<file path="src/rtl/irq_trig_pkg.sv">
package irq_trig_pkg;

    // Decoded trigger behaviour of one line; acts as that line's state selector.
    typedef enum logic [2:0] {
        MODE_LVL_HIGH  = 3'd0,
        MODE_LVL_LOW   = 3'd1,
        MODE_EDGE_RISE = 3'd2,
        MODE_EDGE_FALL = 3'd3,
        MODE_EDGE_ANY  = 3'd4
    } trig_mode_e;

    function automatic trig_mode_e decode_mode(input logic is_level,
                                               input logic pol,
                                               input logic any_edge);
        trig_mode_e m;
        if (is_level)
            m = pol ? MODE_LVL_HIGH : MODE_LVL_LOW;
        else if (any_edge)
            m = MODE_EDGE_ANY;
        else
            m = pol ? MODE_EDGE_RISE : MODE_EDGE_FALL;
        return m;
    endfunction

    function automatic logic mode_is_level(input trig_mode_e m);
        return (m == MODE_LVL_HIGH) || (m == MODE_LVL_LOW);
    endfunction

endpackage

</file>
<file path="src/rtl/irq_sync_chain.sv">
module irq_sync_chain #(
    parameter int WIDTH  = 51,
    parameter int STAGES = 2
) (
    input  logic             clk,
    input  logic             rst_n,
    input  logic [WIDTH-1:0] async_in,
    output logic [WIDTH-1:0] sync_out
);
    localparam int LAST = STAGES - 1;

    logic [WIDTH-1:0] stage_q [STAGES];

    generate
        for (genvar s = 0; s < STAGES; s++) begin : g_stage
            if (s == 0) begin : g_first
                always_ff @(posedge clk or negedge rst_n) begin
                    if (!rst_n) stage_q[s] <= '0;
                    else        stage_q[s] <= async_in;
                end
            end else begin : g_next
                always_ff @(posedge clk or negedge rst_n) begin
                    if (!rst_n) stage_q[s] <= '0;
                    else        stage_q[s] <= stage_q[s-1];
                end
            end
        end
    endgenerate

    assign sync_out = stage_q[LAST];

endmodule

</file>
<file path="src/rtl/irq_trig_cell.sv">
module irq_trig_cell
    import irq_trig_pkg::*;
(
    input  logic clk,
    input  logic rst_n,
    input  logic lvl_now,
    input  logic cfg_level,
    input  logic cfg_pol,
    input  logic cfg_any,
    input  logic clr_hit,
    output logic pend
);
    trig_mode_e mode;
    logic       prev_q;
    logic       pend_q;
    logic       pend_d;
    logic       edge_hit;

    assign mode = decode_mode(cfg_level, cfg_pol, cfg_any);

    // State register: previous level and pending bit.
    always_ff @(posedge clk or negedge rst_n) begin
        if (!rst_n) begin
            prev_q <= 1'b0;
            pend_q <= 1'b0;
        end else begin
            prev_q <= lvl_now;
            pend_q <= pend_d;
        end
    end

    // Next-pending rule selected by the decoded mode.
    always_comb begin
        edge_hit = 1'b0;
        pend_d   = pend_q;
        unique case (mode)
            MODE_LVL_HIGH:  pend_d   = lvl_now;
            MODE_LVL_LOW:   pend_d   = ~lvl_now;
            MODE_EDGE_RISE: edge_hit = lvl_now & ~prev_q;
            MODE_EDGE_FALL: edge_hit = ~lvl_now & prev_q;
            MODE_EDGE_ANY:  edge_hit = lvl_now ^ prev_q;
            default:        edge_hit = 1'b0;
        endcase
        // Edge lines: a new edge beats a clear in the same cycle.
        if (!mode_is_level(mode))
            pend_d = edge_hit | (pend_q & ~clr_hit);
    end

    assign pend = pend_q;

endmodule

</file>
<file path="src/rtl/irq_trigger_detect.sv">
module irq_trigger_detect #(
    parameter int NUM_LINES   = 51,
    parameter int SYNC_STAGES = 2
) (
    input  logic                 clk,
    input  logic                 rst_n,
    input  logic [NUM_LINES-1:0] line_in,
    input  logic [NUM_LINES-1:0] cfg_level,
    input  logic [NUM_LINES-1:0] cfg_polarity,
    input  logic [NUM_LINES-1:0] cfg_any_edge,
    input  logic                 clr_strobe,
    input  logic [NUM_LINES-1:0] clr_mask,
    output logic [NUM_LINES-1:0] pending
);
    logic [NUM_LINES-1:0] line_sync;
    logic [NUM_LINES-1:0] clr_vec;

    assign clr_vec = clr_mask & {NUM_LINES{clr_strobe}};

    irq_sync_chain #(
        .WIDTH (NUM_LINES),
        .STAGES(SYNC_STAGES)
    ) u_sync (
        .clk     (clk),
        .rst_n   (rst_n),
        .async_in(line_in),
        .sync_out(line_sync)
    );

    generate
        for (genvar i = 0; i < NUM_LINES; i++) begin : g_line
            irq_trig_cell u_cell (
                .clk      (clk),
                .rst_n    (rst_n),
                .lvl_now  (line_sync[i]),
                .cfg_level(cfg_level[i]),
                .cfg_pol  (cfg_polarity[i]),
                .cfg_any  (cfg_any_edge[i]),
                .clr_hit  (clr_vec[i]),
                .pend     (pending[i])
            );
        end
    endgenerate

endmodule

</file>
<file path="config.mk">
export PLATFORM = sky130hd
export DESIGN_NAME = irq_trigger_detect
export DESIGN_NICKNAME = d
export VERILOG_FILES = /design/src/rtl/irq_trig_pkg.sv /design/src/rtl/irq_sync_chain.sv /design/src/rtl/irq_trig_cell.sv /design/src/rtl/irq_trigger_detect.sv
export SDC_FILE = /design/constraint.sdc
export NUM_CORES = 1
export LEC_CHECK = 0
export ABC_AREA = 1
export BUFFER_PORTS_ARGS = -buffer_cell sky130_fd_sc_hd__buf_2
export CAP_MARGIN = 25
export CORE_UTILIZATION = 30
export DETAILED_ROUTE_END_ITERATION = 12
export PLACE_DENSITY_LB_ADDON = 0.25
export SYNTH_ARGS = -nofsm -noshare
export SYNTH_HDL_FRONTEND = slang
export SYNTH_SLANG_ARGS = --single-unit
</file>
<file path="constraint.sdc">
create_clock -name clk -period 1.1 [get_ports clk]
set_input_delay 0.11 -clock clk [delete_from_list [all_inputs] [get_ports clk]]
set_output_delay 0.11 -clock clk [all_outputs]
set_load 0.1 [all_outputs]
</file>
==> summary.txt <==
Synthesis
  • Fraction of registers with async set/reset: 100%
  • Post-synth top cells: 561 x nand2_1, 459 x inv_1, 204 x dfrtp_1, 102 x ha_1, 102 x nand3_1
  • Syn_area_per_cell: 7.52 µm²
  • EDFF count, synth: 0
  • Synth Cell Area: 11200 µm²
  • Sequential area share after synthesis: 45.7%
  • Count leader, synth: nand2_1
  • Synth top area cells: dfrtp_1 46%, nand2_1 19%, inv_1 15%
  • Yosys reg bits: 204
  • Top FF cell, synth: dfrtp_1
  • Synth top area share: 45.7%
  • Syn_nets: 1845
  • Cells after Synth: 1485
  • Yosys warning total: 0
  • Yosys top cell by area: dfrtp_1
  • Library cells used by synthesis: 7

STA
  • Fin Setup TNS: -6.90 ns
  • Slew Viols, Final: 0
  • Final worst-path setup slack: -0.175 ns
  • Fin crit period: 1.27 ns
  • Period utilization: 116%
  • Highest clock rate: 785 MHz
  • Worst Skew: 0.0240 ns
  • Unrepaired setup endpoints after global routing: yes
  • Hold violation total from the final report: 0
  • Final setup viols: 75
  • Slew HR: 78.0%
  • Worst Max-Slew Pin Slew: 0.330 ns

Detailed routing
  • Pre-antenna DRT Iters: 6
  • Detail Route Antenna Nets: 0
  • Routed vias/inst: 3.93
  • Via Count: 10047
  • 1st-iter DRT viols: 170
  • # DRC: 0
  • Final wirelength: 27.0 mm
  • Drt wl/cell: 10.6 µm

Setup path
  • Largest delay share family, worst path: flip-flops
  • Worst setup EP type: output port
  • Cells on worst reg2reg path: 8
  • Reg2reg end: g_line[46].u_cell.pend
  • Setup CP Type: flip-flop to output port
  • Worst Path Required: 0.99 ns
  • Worst path arrival time: 1.16 ns
  • Crit. Startpoint: g_line[5].u_cell.pend
  • Kind of start point of the critical path: flip-flop
  • Setup slack, reg-to-reg: -0.03 ns
  • Stages on worst setup path: 1
  • Max stage delay on crit path: 0.43 ns
  • Max Fanout on Critical Path: 2
  • CP max-delay cell: dfrtp_1
  • RR Startpoint: u_sync.sync_out[46]
  • Buf/Inv on CP: 1
  • Worst path cell trace: buf_12

Run
  • Max-cap violations: 0

Cells and area
  • Area growth, synth to finish: 57.1%
  • Fin cells: 2558
  • Fin nets: 2428
  • Layout fillers: 3465
  • Share of layout cells above drive strength 1: 20.4%

Global route
  • Total global routing overflow: 0
  • Largest net degree at the start of global routing: 51
  • Vias in the first global route: 10455
  • Antenna violations before repair: 3
  • GRT Total Usage: 14.7%
  • First-pass GRT wire length: 46.4 mm

Clock tree
  • Clock Latency Late Sink: 0.54 ns
  • TritonCTS clock tree: yes
  • CTS sink cnt: 204
  • Root buf cell: clkbuf_16
  • Clk buf depth: 3
  • H-tree Lvls: 1
  • Clk slew on worst S/H paths: 0.05 ns
  • Num CTS Buffers: 26

Run status
  • Status: finished with violations
  • Failing checks: negative setup slack

Worst hold path
  • Worst Hold Endpoint: g_line[15].u_cell.pend
  • Hold Path Depth: 8
  • Worst Hold Class: input port to flip-flop
  • HP Start: clr_mask[15]

Die
  • DIE HEIGHT: 195 µm
  • Std cell rows: 70
  • IO Count: 309
  • Starting Density: 30.5%
  • Die width: 195 µm
  • Core box area: 36600 µm²
  • Die ar.: 38000 µm²

Place
  • # port buffers: 308
  • Placed Instances: 2219
  • Gpl congestion: 0.796
  • Post-DP HPWL: 19.3 mm

Pwr
  • Peak VDD IR: 1.06 mV
  • Power Total: 22.9 mW
  • P_leak: 10.4 nW
  • Cell Pwr Density: 1310 nW/µm²
sequential cells by signal, indices dropped and copies added (netlist names):
register	flops
g_line.u_cell.pend	51
g_line.u_cell.prev_q	51
u_sync.stage_q	51
u_sync.sync_out	51
timing repair:
| action | 4_1_cts | 5_1_grt |
|---|---|---|
| hold endpoints to repair | 306 | 0 |
| hold buffers | 250 | 0 |
| buffers inserted | 21 | 18 |
| pin swaps | 2 | 45 |
| setup endpoints to repair | 94 | 102 |
| resized for setup | 0 | 19 |
metal layers:
metal  wire length [µm]  share of wire, %  vias to the layer above  GRT usage, %
met3               1500               5.6                       37          3.11
met5                 10             0.037                        -             0
met1              11900                44                     4475          17.4
met4                540               2.0                        2          4.08
li1                   -                 -                     5315             -
met2              13100                48                      218          26.6
logic make-up after synthesis:
family,count (synthesis),synth area share (%)
AND/OR/NAND/NOR,663,23.4
buffers and inverters,516,19.4
flip-flops,204,45.7
adder cells (fa/ha/maj),102,11.4
worst register-to-register path: stages (launching register included):
cell and delay [ns]:
dfrtp_1 0.41, ha_1 0.29, inv_1 0.04, nand2_1 0.05, nand2_1 0.05, inv_1 0.05
nand2_1 0.04, nand2_1 0.05, nand2_1 0.05
where the power goes:
| group | internal [mW] | switching [mW] | leakage, nW |
|---|---|---|---|
| Sequential | 8.02 | 0.415 | 2.37 |
| Combinational | 2.60 | 3.32 | 7.60 |
| Clock | 5.25 | 3.34 | 0.431 |
| Total | 15.9 | 7.08 | 10.4 |
placed cells by master, fill, tap and decap left out, drive strengths merged:
master,count
clkinv,10
dfrtp,204
bufinv,3
nand3,102
dlygate4sd3,250
inv,459
clkinvlp,2
nand2,561
ha,102
diode,2
buf,362
clkbuf,33
how the worst max path moves through the flow:
stage,to
after detailed placement,g_line[45].u_cell.pend
after floorplan,g_line[0].u_cell.pend
after global placement,g_line[45].u_cell.pend
after global routing,pending[5]
after CTS,pending[31]
final,pending[5]
final cells by class:
class                   count  area (µm²)  area share [%]
clock inverters            15         166           0.949
well taps                 468         586            3.34
clock buffers              33         707            4.03
diodes                      2        5.00          0.0285
multi-input cells         765        3960            22.6
inverters                 459        1720            9.82
flip-flops and latches    204        5110            29.1
repair buffers            612        5290            30.1
through the flow:
stage | area [µm²] | setup slack (ns) | hold WS, ns | utilization, %
floorplan | 11200 | 0.0667 | -0.186 | -
global placement | 13800 | -0.0121 | -0.00518 | 37.7
detailed placement | 13800 | -0.0339 | -0.00358 | 37.7
CTS | 17300 | -0.227 | 0.00213 | 47.3
global route | 17500 | -0.233 | 0.0339 | 47.9
finish | 17500 | -0.175 | 0.0193 | 47.9
(Power assumes the default switching activity.)
